`src/rtl/mmio_console_pkg.sv`:
```
package mmio_console_pkg;
  typedef enum logic [1:0] {
    SEL_RXCTL = 2'd0,
    SEL_RXDAT = 2'd1,
    SEL_TXCTL = 2'd2,
    SEL_TXDAT = 2'd3
  } reg_sel_e;

  localparam int BIT_RDY = 0;
  localparam int BIT_IE  = 1;
  localparam int BIT_OVR = 2;
endpackage

```
`src/rtl/mmio_console_rx.sv`:
```
module mmio_console_rx #(
  parameter int DW = 8
) (
  input  logic          clk,
  input  logic          rst_n,
  input  logic          byte_vld_i,
  input  logic [DW-1:0] byte_i,
  input  logic          rd_data_i,
  input  logic          rd_ctl_i,
  input  logic          ie_we_i,
  input  logic          ie_d_i,
  output logic          rdy_o,
  output logic          ovr_o,
  output logic          ie_o,
  output logic [DW-1:0] dat_o,
  output logic          req_o
);
  logic          rdy_q, rdy_n;
  logic          ovr_q, ovr_n;
  logic          ie_q, ie_n;
  logic [DW-1:0] dat_q, dat_n;
  logic          ovr_set;

  always_comb begin
    ovr_set = byte_vld_i && rdy_q && !rd_data_i;
    rdy_n   = rdy_q;
    dat_n   = dat_q;
    ie_n    = ie_q;
    if (byte_vld_i) begin
      rdy_n = 1'b1;
      dat_n = byte_i;
    end else if (rd_data_i) begin
      rdy_n = 1'b0;
    end
    if (ovr_set)       ovr_n = 1'b1;
    else if (rd_ctl_i) ovr_n = 1'b0;
    else               ovr_n = ovr_q;
    if (ie_we_i) ie_n = ie_d_i;
  end

  always_ff @(posedge clk or negedge rst_n) begin
    if (!rst_n) begin
      rdy_q <= 1'b0;
      ovr_q <= 1'b0;
      ie_q  <= 1'b0;
      dat_q <= '0;
    end else begin
      rdy_q <= rdy_n;
      ovr_q <= ovr_n;
      ie_q  <= ie_n;
      if (byte_vld_i) dat_q <= dat_n;
    end
  end

  assign rdy_o = rdy_q;
  assign ovr_o = ovr_q;
  assign ie_o  = ie_q;
  assign dat_o = dat_q;
  assign req_o = rdy_q & ie_q;

  p_arrive_sets_rdy_r3: assert property (@(posedge clk) disable iff (!rst_n)
    byte_vld_i |=> (rdy_q && dat_q == $past(byte_i)));
  p_load_clears_rdy_r4: assert property (@(posedge clk) disable iff (!rst_n)
    (rd_data_i && !byte_vld_i) |=> !rdy_q);
  p_overrun_sets_r5: assert property (@(posedge clk) disable iff (!rst_n)
    (byte_vld_i && rdy_q && !rd_data_i) |=> ovr_q);
  p_overrun_sticky_r5: assert property (@(posedge clk) disable iff (!rst_n)
    (ovr_q && !rd_ctl_i) |=> ovr_q);
endmodule

```
`src/rtl/mmio_console_tx.sv`:
```
module mmio_console_tx #(
  parameter int DW    = 8,
  parameter int GAP_W = 8
) (
  input  logic             clk,
  input  logic             rst_n,
  input  logic             wr_data_i,
  input  logic [DW-1:0]    wdata_i,
  input  logic [GAP_W-1:0] gap_i,
  input  logic             ie_we_i,
  input  logic             ie_d_i,
  output logic             rdy_o,
  output logic             ie_o,
  output logic             out_vld_o,
  output logic [DW-1:0]    out_byte_o,
  output logic             req_o
);
  logic             rdy_q, rdy_n;
  logic             ie_q, ie_n;
  logic [GAP_W-1:0] cnt_q, cnt_n;
  logic             vld_q;
  logic [DW-1:0]    byte_q;
  logic             launch;

  always_comb begin
    launch = wr_data_i && rdy_q;
    rdy_n  = rdy_q;
    cnt_n  = cnt_q;
    ie_n   = ie_q;
    if (launch) begin
      rdy_n = 1'b0;
      cnt_n = gap_i;
    end else if (!rdy_q) begin
      if (cnt_q == '0) rdy_n = 1'b1;
      else             cnt_n = cnt_q - 1'b1;
    end
    if (ie_we_i) ie_n = ie_d_i;
  end

  always_ff @(posedge clk or negedge rst_n) begin
    if (!rst_n) begin
      rdy_q  <= 1'b1;
      ie_q   <= 1'b0;
      cnt_q  <= '0;
      vld_q  <= 1'b0;
      byte_q <= '0;
    end else begin
      rdy_q <= rdy_n;
      ie_q  <= ie_n;
      cnt_q <= cnt_n;
      vld_q <= launch;
      if (launch) byte_q <= wdata_i;
    end
  end

  assign rdy_o      = rdy_q;
  assign ie_o       = ie_q;
  assign out_vld_o  = vld_q;
  assign out_byte_o = byte_q;
  assign req_o      = rdy_q & ie_q;

  p_launch_pulse_r6: assert property (@(posedge clk) disable iff (!rst_n)
    (wr_data_i && rdy_q) |=> (!rdy_q && out_vld_o && out_byte_o == $past(wdata_i)));
  p_busy_holds_r6: assert property (@(posedge clk) disable iff (!rst_n)
    (!rdy_q && cnt_q != '0) |=> !rdy_q);
  p_busy_store_ignored_r7: assert property (@(posedge clk) disable iff (!rst_n)
    (wr_data_i && !rdy_q) |=> !out_vld_o);
endmodule

```
`src/rtl/mmio_console.sv`:
```
module mmio_console #(
  parameter int          AW        = 32,
  parameter int          DW        = 32,
  parameter int          CW        = 8,
  parameter int          GAP_W     = 8,
  parameter logic [31:0] BASE_ADDR = 32'hffff0000
) (
  input  logic             clk,
  input  logic             rst_n,
  input  logic             bus_sel_i,
  input  logic             bus_we_i,
  input  logic [AW-1:0]    bus_addr_i,
  input  logic [DW-1:0]    bus_wdata_i,
  output logic [DW-1:0]    bus_rdata_o,
  input  logic             rx_vld_i,
  input  logic [CW-1:0]    rx_byte_i,
  input  logic [GAP_W-1:0] tx_gap_i,
  output logic             tx_vld_o,
  output logic [CW-1:0]    tx_byte_o,
  output logic             irq_o
);
  import mmio_console_pkg::*;

  localparam logic [AW-1:0] BASE_W = AW'(BASE_ADDR);

  logic          hit;
  reg_sel_e      sel;
  logic          rd, wr;
  logic          rx_rdy, rx_ovr, rx_ie, rx_req;
  logic [CW-1:0] rx_dat;
  logic          tx_rdy, tx_ie, tx_req;

  assign hit = bus_sel_i && (bus_addr_i[AW-1:4] == BASE_W[AW-1:4]) &&
               (bus_addr_i[1:0] == 2'b00);
  assign sel = reg_sel_e'(bus_addr_i[3:2]);
  assign rd  = hit && !bus_we_i;
  assign wr  = hit && bus_we_i;

  mmio_console_rx #(.DW(CW)) u_rx (
    .clk       (clk),
    .rst_n     (rst_n),
    .byte_vld_i(rx_vld_i),
    .byte_i    (rx_byte_i),
    .rd_data_i (rd && sel == SEL_RXDAT),
    .rd_ctl_i  (rd && sel == SEL_RXCTL),
    .ie_we_i   (wr && sel == SEL_RXCTL),
    .ie_d_i    (bus_wdata_i[BIT_IE]),
    .rdy_o     (rx_rdy),
    .ovr_o     (rx_ovr),
    .ie_o      (rx_ie),
    .dat_o     (rx_dat),
    .req_o     (rx_req)
  );

  mmio_console_tx #(.DW(CW), .GAP_W(GAP_W)) u_tx (
    .clk       (clk),
    .rst_n     (rst_n),
    .wr_data_i (wr && sel == SEL_TXDAT),
    .wdata_i   (bus_wdata_i[CW-1:0]),
    .gap_i     (tx_gap_i),
    .ie_we_i   (wr && sel == SEL_TXCTL),
    .ie_d_i    (bus_wdata_i[BIT_IE]),
    .rdy_o     (tx_rdy),
    .ie_o      (tx_ie),
    .out_vld_o (tx_vld_o),
    .out_byte_o(tx_byte_o),
    .req_o     (tx_req)
  );

  always_comb begin
    bus_rdata_o = '0;
    if (rd) begin
      case (sel)
        SEL_RXCTL: begin
          bus_rdata_o[BIT_RDY] = rx_rdy;
          bus_rdata_o[BIT_IE]  = rx_ie;
          bus_rdata_o[BIT_OVR] = rx_ovr;
        end
        SEL_RXDAT: bus_rdata_o[CW-1:0] = rx_dat;
        SEL_TXCTL: begin
          bus_rdata_o[BIT_RDY] = tx_rdy;
          bus_rdata_o[BIT_IE]  = tx_ie;
        end
        default: bus_rdata_o = '0;
      endcase
    end
  end

  assign irq_o = rx_req | tx_req;

  p_irq_needs_ready_r9: assert property (@(posedge clk) disable iff (!rst_n)
    irq_o |-> (rx_rdy || tx_rdy));
  p_unmapped_reads_zero_r2: assert property (@(posedge clk) disable iff (!rst_n)
    (bus_sel_i && !bus_we_i && !hit) |-> (bus_rdata_o == '0));
endmodule

```
`config.mk`:
```
export PLATFORM = sky130hd
export DESIGN_NAME = mmio_console
export DESIGN_NICKNAME = d
export VERILOG_FILES = /design/src/rtl/mmio_console_pkg.sv /design/src/rtl/mmio_console_rx.sv /design/src/rtl/mmio_console_tx.sv /design/src/rtl/mmio_console.sv
export SDC_FILE = /design/constraint.sdc
export NUM_CORES = 1
export LEC_CHECK = 0
export ABC_CLOCK_PERIOD_IN_PS = 2990
export BUFFER_PORTS_ARGS = -buffer_cell sky130_fd_sc_hd__clkbuf_2
export CORE_MARGIN = 4
export CORE_UTILIZATION = 41
export DETAILED_ROUTE_END_ITERATION = 7
export PLACE_DENSITY = 0.91
export SYNTH_ARGS = -nofsm -noshare
export SYNTH_HDL_FRONTEND = slang
export SYNTH_SLANG_ARGS = --single-unit
```
`constraint.sdc`:
```
create_clock -name clk -period 2.99 [get_ports clk]
set_clock_uncertainty 0.2 [all_clocks]
set_input_delay 0.299 -clock clk [delete_from_list [all_inputs] [get_ports clk]]
set_output_delay 0.299 -clock clk [all_outputs]
set_load 0.03 [all_outputs]
```
* Yosys cells after proc, flatten, opt, wreduce, memory -nomap -nowiden
Cells that the tools add are included.
** Cells by class
- $add $sub $neg :: 1
- Equality and inequality tests :: 6
- Multiplexer cells :: 14
- Bitwise gates (word level) :: 3
- Reductions and logical operators :: 20
** Operators by type and width (number)
- $mux 8 :: 4
- $eq 28x28->1 const B :: 1
- $logic_and 1x1->1 :: 12
- $logic_not 8->1 :: 1
- $sub 8x1->8 const B :: 1
- $mux 1 :: 7
- $pmux 2 s3 :: 1
- $mux 5 :: 1
- $eq 2x2->1 const B :: 2
- $logic_not 2->1 :: 2
- $reduce_bool 2->1 :: 2
- $and 1x1->1 :: 2
- $eq 2x1->1 const B :: 1
- $logic_not 1->1 :: 2
- $ne 2x1->1 const B :: 1
- $ne 2x2->1 const B :: 1
- $pmux 1 s2 :: 1
- $reduce_and 2->1 :: 1
- $or 1x1->1 :: 1
** Word-level totals
- Bits in registers :: 30
- Bits of input ports :: 85
- Output and inout bits :: 42
- Logic and storage cells :: 53

* Logic depth before layout (Yosys ltp)
Gate-level depths: netlist of run 1.
- Depth after elaboration :: 8
- Mapped depth :: 8
- Gate-level depth less buffers :: 7

* By module
A second synthesis of run 1 with hierarchy kept.
** Unflattened totals
- Cell total of the unflattened synthesis :: 196
- Area, all modules :: 1843.0 µm²
** By module, submodules not included
- mmio_console_tx :: times used 1, cells each 100, area each 904.6 µm², sequential area each 476.7 µm²
- mmio_console :: times used 1, cells each 70, area each 488.0 µm², sequential area each 0.0 µm²
- mmio_console_rx :: times used 1, cells each 26, area each 450.4 µm², sequential area each 275.3 µm²

* Worst setup path before layout of run 1
Ideal clock, no wire load.
- Kind :: input-to-output
- Start :: input port bus_addr_i[13]
- End :: output port bus_rdata_o[2]
- Arrival time :: 2.660 ns
- Data required time :: 2.491 ns
- Slack :: -0.169 ns
- Stages on the path :: 5
- Path buffers :: 1
- Cell sequence :: or4b_1 -> or4_4 -> or2_1 -> buf_2 -> nor4_1
** Between the ends
- Longest elaborated chain between the ends :: 5
** Ends and longest elaborated chain
- from (decl) :: line mmio_console.sv:12 : input logic [AW-1:0] bus_addr_i,
- $eq 28x28->1 :: line mmio_console.sv:33 : assign hit = bus_sel_i && (bus_addr_i[AW-1:4] == BASE_W[AW-1:4]) &&
- $logic_and 1x1->1 (2 in series) :: line mmio_console.sv:33
- $logic_and 1x1->1 :: line mmio_console.sv:36 : assign rd = hit && !bus_we_i;
- $mux 8 :: line mmio_console.sv:72 : if (rd) begin
- to (decl) :: line mmio_console.sv:14 : output logic [DW-1:0] bus_rdata_o,
No other way between the ends.

* Worst setup path after layout of run 1
- Start :: input port bus_addr_i[12]
- End :: output port bus_rdata_o[4]
Same word-level chain as after synthesis.

==> out/metrics.yaml, run 1 <==
outcome: "finished, final reports clean"
drt-total-wl_mm: 3.95
drv_cap: 0
gr-usage-all-layers: 0.153
min_period_over_period: 0.950
path_max_fanout: 6
fmaxAchievable_ghz: 0.352
cp_data_arrival_time_ns: 2.34
post-dp-hpwl_mm: 3.14
avgViaCountPerCell: 4.78
syn-cell-area_um2: 1740
core_area_um2: 4060
final_hold_viol_count: 0
cts_htree_levels: 2
num_antenna_cells: 0
dieArea_um2: 5350
required_ns: 2.49
tritoncts: "built"
dr.pass1.iters: 4
power.static_leakage_nw: 1.17
hold_path_class: "in -> reg"
rsz_0062_raised_after_global_routing: "no"
clk_latency_ns: 0.27
drt-wirelength-per-cell_um: 13.2
gp_congestion: 0.775
cts-buffers-inserted: 5
detail_route.iter0.violations: 53
post_cts.repair.setup_buffers: 0
grt_first_pass_wirelength_mm: 6.25
drcViolationCount: 0
ys_ff_latch: 30
synth_sequential_area_ratio: 0.432
final-setup-viol-count: 0
maximum_number_of_pins_on_one_net_before_global_route_repair: 31
die-width_um: 73.1
postRouteAntennaNets: 0
cts_sinks: 30
fin_util: 0.553
io_pins: 127
flow.area_growth_from_synthesis_pct: 29.1
initial_utilization: 0.429
place_ws_ns: 0.0401
synth_warnings: 0
floorplan.die.height_um: 73.1
finalSetupTns_ns: 0
timing.final.max_slew_violations: 0
grt_antenna_before_repair: 0
cts.reportedPaths.clkPinSlew_ns: 0.06
ctsRootBufferMaster: "clkbuf_8"
power_density_nw_per_um2: 416
placement_rows: 23
setup.worst_path.class: "in -> out"
grt_overflow: 0
synthCells: 166
placedCellCount: 290
worst_max_slew_margin_expressed_relative_to_the_limit: 0.505
cp-start-kind: "input port"
layout_cell_share_with_drive_strength_beyond_1: 0.462
setup_ws_ns: 0.149
fin_nets: 335
final.min_clock_period_ns: 2.84
port_buffers: 78
grt_pass1_vias: 1451
finish.cell_count_without_fillers: 299
max-clock-path-buffers: 2
via_count: 1428
ys_types: 42
worst_slew_pin_slew_ns: 0.743
postSynthAreaPerCell_um2: 10.5
worst_ir_drop_vdd_v: 0.000255
setup.worst_path.end_class: "primary output"
-- area by class of cell --
type	instances	area, µm²
fill	361	1810
multi-input combinational	124	860
sequential	30	752
timing repair buffer	83	447
clock buffer	5	68.8
tap	50	62.6
clock inverter	3	40.0
inverter	4	15.0
-- power by group --
| group | switching (mW) | internal (mW) |
|---|---|---|
| Clock | 0.149 | 0.245 |
| Sequential | 0.00540 | 0.417 |
| Combinational | 0.0733 | 0.0449 |
-- timing repair --
action | CTS | global route
hold buffers | 1 | 0
endpoints found under the setup margin | 0 | 5
gates resized for setup | 0 | 18
hold endpoints to repair | 29 | 0
-- cells in the final DEF, fill, tap and decap left out, drive strengths merged, types with 3 or more instances in the layout --
master	instances
clkbuf	78
and2	5
dfrtp	29
nor2	7
nor4	4
o21ai	6
mux2i	3
conb	24
mux2	18
a21oi	5
buf	9
nor3	6
inv	4
nand4	3
nand2	13
-- layer usage --
layer	up-vias	global-route usage	routed length, µm
met3	6	0.0455	403
met5	-	0	0
met1	643	0.165	1500
li1	704	-	-
met2	75	0.273	1990
met4	0	0.0676	51
-- cells in the mapped netlist (all sizes together) --
cell / instances / area, µm²
dfrtp: 29 / 726
buf: 27 / 195
mux2: 18 / 203
nand2: 13 / 48.8
nor2: 7 / 26.3
nor3: 6 / 41.3
o21ai: 6 / 30.0
a21oi: 5 / 25.0
and2: 5 / 31.3
clkbuf: 4 / 15.0
inv: 4 / 15.0
nor4: 4 / 25.0
mux2i: 3 / 30.0
nand4: 3 / 18.8
a21o: 2 / 15.0
and4b: 2 / 20.0
ha: 2 / 25.0
nand4b: 2 / 17.5
nor3b: 2 / 15.0
nor4b: 2 / 38.8
o211ai: 2 / 15.0
xor2: 2 / 17.5
a211oi: 1 / 7.51
a221o: 1 / 10.0
a22o: 1 / 8.76
a311oi: 1 / 8.76
and4bb: 1 / 12.5
conb: 1 / 3.75
dfstp: 1 / 26.3
nand2b: 1 / 6.26
nand3: 1 / 5.00
nor2b: 1 / 6.26
o21bai: 1 / 7.51
or2: 1 / 6.26
or3: 1 / 6.26
or4: 1 / 11.3
or4b: 1 / 10.0
xnor2: 1 / 8.76
-- critical path: stages --
cell and delay [ns]:
clkbuf_2 0.09, or4b_1 0.49, or4_4 0.45, or2_4 0.28, nor4b_4 0.38, and2_4 0.22, buf_6 0.13
-- worst paths after layout --
path                            cells after the start            endpoint            from  slack, ns
worst min register to register                      1       u_rx.dat_o[3]   u_rx.dat_o[3]       0.30
worst min-delay path                                2       u_tx.cnt_q[1]     tx_gap_i[1]       0.03
worst max-delay path                                7      bus_rdata_o[4]  bus_addr_i[12]       0.15
worst max register to register                      8       u_tx.cnt_q[6]   u_tx.cnt_q[0]       0.97
min in group asynchronous                           2       u_tx.cnt_q[3]           rst_n       0.42
max in group asynchronous                           2  u_tx.out_byte_o[2]           rst_n       1.70
-- per-stage QoR --
step	area (µm²)	hold slack (ns)	power (mW)
after floorplan	1830	-0.197	0.519
after global placement	2100	0.193	0.543
after detailed placement	2100	0.204	0.546
after CTS	2220	0.0214	0.947
after global routing	2240	0.0234	0.980
final	2240	0.0303	0.934
-- registers in the layout, summed over array words and instances, names as in the netlist --
name	cells
u_tx.out_byte_o	8
u_rx.ovr_o	1
u_tx.ie_o	1
u_tx.rdy_o	1
u_tx.cnt_q	8
u_tx.out_vld_o	1
u_rx.dat_o	8
u_rx.rdy_o	1
u_rx.ie_o	1
-- cell families after synthesis --
group / share of synthesized area
simple gates: 0.199
fa+ha+maj: 0.0144
xor+xnor: 0.0151
flops: 0.432
buf+inv: 0.129
other cells: 0.00216
compound gates: 0.0734
mux: 0.134
No activity file was read; power rests on OpenSTA's default activity.
==> run 2: changes to the inputs <==
--- a/config.mk
+++ b/config.mk
@@ -5,12 +5,13 @@
 export SDC_FILE = /design/constraint.sdc
 export NUM_CORES = 1
 export LEC_CHECK = 0
-export ABC_CLOCK_PERIOD_IN_PS = 2990
+export ABC_AREA = 1
+export ABC_CLOCK_PERIOD_IN_PS = 2500
 export BUFFER_PORTS_ARGS = -buffer_cell sky130_fd_sc_hd__clkbuf_2
 export CORE_MARGIN = 4
-export CORE_UTILIZATION = 41
+export CORE_UTILIZATION = 38
 export DETAILED_ROUTE_END_ITERATION = 7
-export PLACE_DENSITY = 0.91
+export PLACE_DENSITY = 0.86
 export SYNTH_ARGS = -nofsm -noshare
 export SYNTH_HDL_FRONTEND = slang
 export SYNTH_SLANG_ARGS = --single-unit
==> constraint.sdc (replaced) <==
create_clock -name clk -period 2.5 [get_ports clk]
set_clock_uncertainty 0.2 [all_clocks]
set_input_delay 0.25 -clock clk [delete_from_list [all_inputs] [get_ports clk]]
set_output_delay 0.25 -clock clk [all_outputs]
set_load 0.03 [all_outputs]
==> run 2 against run 1 <==
Against the previous run:
- area after synthesis rose by 13%
- clock-buffer cell count did not move
- via count rose by 36%
- worst setup slack improved by 0.45 ns
- highest routed layer unchanged
==> out/metrics.yaml, run 2 <==
outcome: "finished, final reports clean"
fin_util: 0.536  # -0.0175
max-clock-path-buffers: 2  # unchanged
power.static_leakage_nw: 1.46  # +25%
ys_async_sr_fraction: 1.00  # unchanged
timing.final.max_slew_violations: 0  # unchanged
postRouteAntennaNets: 0  # unchanged
finish.cell_count_without_fillers: 440  # +47%
switching_share: 0.260  # +0.0163
synth_top_cells_by_area: "dfrtp_1 (37%), nand2_1 (15%), buf_4 (9.1%)"
power.net_switching_mw: 0.301  # +32%
cts.reportedPaths.clkPinSlew_ns: 0.07  # about the same
area_of_the_multi_input_gates_um2: 980  # +14%
setup.worst_path.end_class: "primary output"
mostFrequentLayoutCells: "nand2_1 (80), clkbuf_2 (78), nor2_1 (36)"
placedCellCount: 415  # +43%
core_area_um2: 4880  # +20%
fmaxAchievable_ghz: 0.526
detail_route.iter0.violations: 67  # +26%
final_hold_viol_count: 0  # unchanged
setup.worst_path.class: "in -> out"
fin_nets: 459  # +37%
cts-buffers-inserted: 5  # unchanged
setup_ws_ns: 0.599  # +0.450 ns
power_frac_seq: 0.433  # -0.019
p_comb_frac: 0.155  # +0.028
drt-wirelength-per-cell_um: 11.1  # -16%
critical_path.max_stage_delay_ns: 0.24  # -0.25 ns
rsz_0062_raised_after_global_routing: "no"
floorplan.die.height_um: 80.0  # +9.4%
min_period_over_period: 0.760
synthCells: 274  # +65%
worst_hold_path.num_cells: 3  # +1
cell_with_the_most_instances_on_the_worst_path: "nand2_1"
yosys_most_used_dff: "dfrtp_1"
placement_rows: 25  # +8.7%
placed_area_um2: 2330  # +11%
worst_slew_pin_slew_ns: 0.759  # +0.0163 ns
ff2ff_path_depth: 6  # -2
via_count: 1945  # +36%
synth_sequential_area_ratio: 0.382  # -0.0508
drcViolationCount: 0  # unchanged
post_cts.repair.setup_buffers: 0  # unchanged
post-dp-hpwl_mm: 3.74  # +19%
timing.critical_path.cells: "clkbuf_2, nor2_1, nand2_1, nor2_1, nand2_1, nor2_8, nand2_1, a31oi_1, clkbuf_2"
drt-total-wl_mm: 4.87  # +23%
hold_ws_ns: 0.0416  # +0.0113 ns
port_buffers: 78  # unchanged
synth_most_common_cell: "nand2_1"
final-setup-viol-count: 0  # unchanged
dieArea_um2: 6400  # +20%
drv_cap: 0  # unchanged
dr.pass1.iters: 4  # unchanged
path_max_fanout: 7  # +1
clk_latency_ns: 0.28  # about the same
finalPower_mw: 1.16  # +24%
mostFrequentLayoutCell: "nand2_1"
initial_utilization: 0.404  # -0.0248
proportion_of_power_drawn_by_the_clock_network: 0.412  # -0.009
grt_first_pass_wirelength_mm: 8.16  # +30%
grt_antenna_before_repair: 0  # unchanged
cts_htree_levels: 2  # unchanged
cp_data_arrival_time_ns: 1.45  # -0.89 ns
worst_max_slew_margin_expressed_relative_to_the_limit: 0.494  # -0.0108
fin_area_um2: 2610  # +16%
ctsRootBufferMaster: "clkbuf_8"
worst_ir_drop_vdd_v: 0.000331  # +30%
synth_top_area_frac: 0.368  # -0.0490
io_pins: 127  # unchanged
synth_warnings: 0  # unchanged
power_density_nw_per_um2: 442  # +6.2%
cts_sinks: 30  # unchanged
ys_ff_latch: 30  # unchanged
tritoncts: "built"
fill_cells: 483  # +34%
grt_pass1_vias: 1932  # +33%
num_antenna_cells: 0  # unchanged
grt_overflow: 0  # unchanged
ys_top_cells_by_count: "nand2_1 (80), nor2_1 (36), inv_1 (31)"
syn-cell-area_um2: 1970  # +13%
maximum_number_of_pins_on_one_net_before_global_route_repair: 31  # unchanged
layout_cell_share_with_drive_strength_beyond_1: 0.263  # -0.199
final.min_clock_period_ns: 1.90
ys_types: 29  # -31%
finalSetupTns_ns: 0  # unchanged
seqCellArea_um2: 752  # unchanged
avgViaCountPerCell: 4.42  # -7.4%
cp_slowest_cell: "clkbuf_2"
postSynthAreaPerCell_um2: 7.19  # -31%
die-width_um: 80.0  # +9.4%
hold_path_class: "in -> reg"
p_int_mw: 0.855  # +21%
gp_congestion: 0.888  # +15%
required_ns: 2.05  # -0.44 ns
cp-start-kind: "input port"
flow.area_growth_from_synthesis_pct: 32.6
post-synth-top-area-cell: "dfrtp_1"
gr-usage-all-layers: 0.161  # +0.00820
place_ws_ns: 0.587  # +0.547 ns
synth_edf_count: 0  # unchanged
## run 2: layout make-up
cell class / instances / share of cell area
multi-input cells: 207 / 0.375
clock buffers: 5 / 0.0263
well taps: 67 / 0.0321
clock inverters: 3 / 0.0153
inverters: 32 / 0.0464
flip-flops and latches: 30 / 0.288
repair buffers: 96 / 0.217
## run 2: what timing repair did
item	4_1_cts	5_1_grt
hold endpoints to repair	45	0
resized for setup	0	0
hold buffers	17	0
## run 2: final timing paths
path / end / startpoint / slack [ns]
worst min-delay path: u_tx.cnt_q[5] / tx_gap_i[5] / 0.04
min in group asynchronous: u_tx.cnt_q[2] / rst_n / 0.37
worst max-delay path: bus_rdata_o[1] / bus_addr_i[13] / 0.60
worst min register to register: u_tx.out_byte_o[2] / u_tx.out_byte_o[2] / 0.28
worst max register to register: u_tx.out_byte_o[0] / u_tx.rdy_o / 0.62
max in group asynchronous: u_tx.out_byte_o[4] / rst_n / 1.25
## run 2: per-layer routing
metal	part of all wire	wire, µm	GRT usage	vias to the layer above
met4	0.013	63	0.0405	0
met1	0.41	2000	0.184	859
met2	0.52	2510	0.300	65
met5	0	0	0	-
li1	-	-	-	1014
met3	0.060	294	0.0372	7
## run 2: power groups by stage
stage               logic, mW  clock network [mW]  registers [mW]
floorplan               0.116                   0           0.509
global placement        0.154                   0           0.509
detailed placement      0.158                   0           0.510
CTS                     0.179               0.489           0.501
global route            0.201               0.512           0.501
finish                  0.179               0.476           0.501
## run 2: worst max-delay path: cells and delay by family
family / cells / cell delay (ns)
simple gates: 6 / 0.67
buf+inv: 2 / 0.33
compound gates: 1 / 0.19
## run 2: logic make-up after synthesis
family,Yosys count,synth area share
buffers and inverters,60,0.165
XOR/XNOR,5,0.0222
adder cells (fa/ha/maj),2,0.0127
flip-flops,30,0.382
AND/OR/NAND/NOR,159,0.366
AO/OA/AOI/OAI,17,0.0508
other,1,0.00190
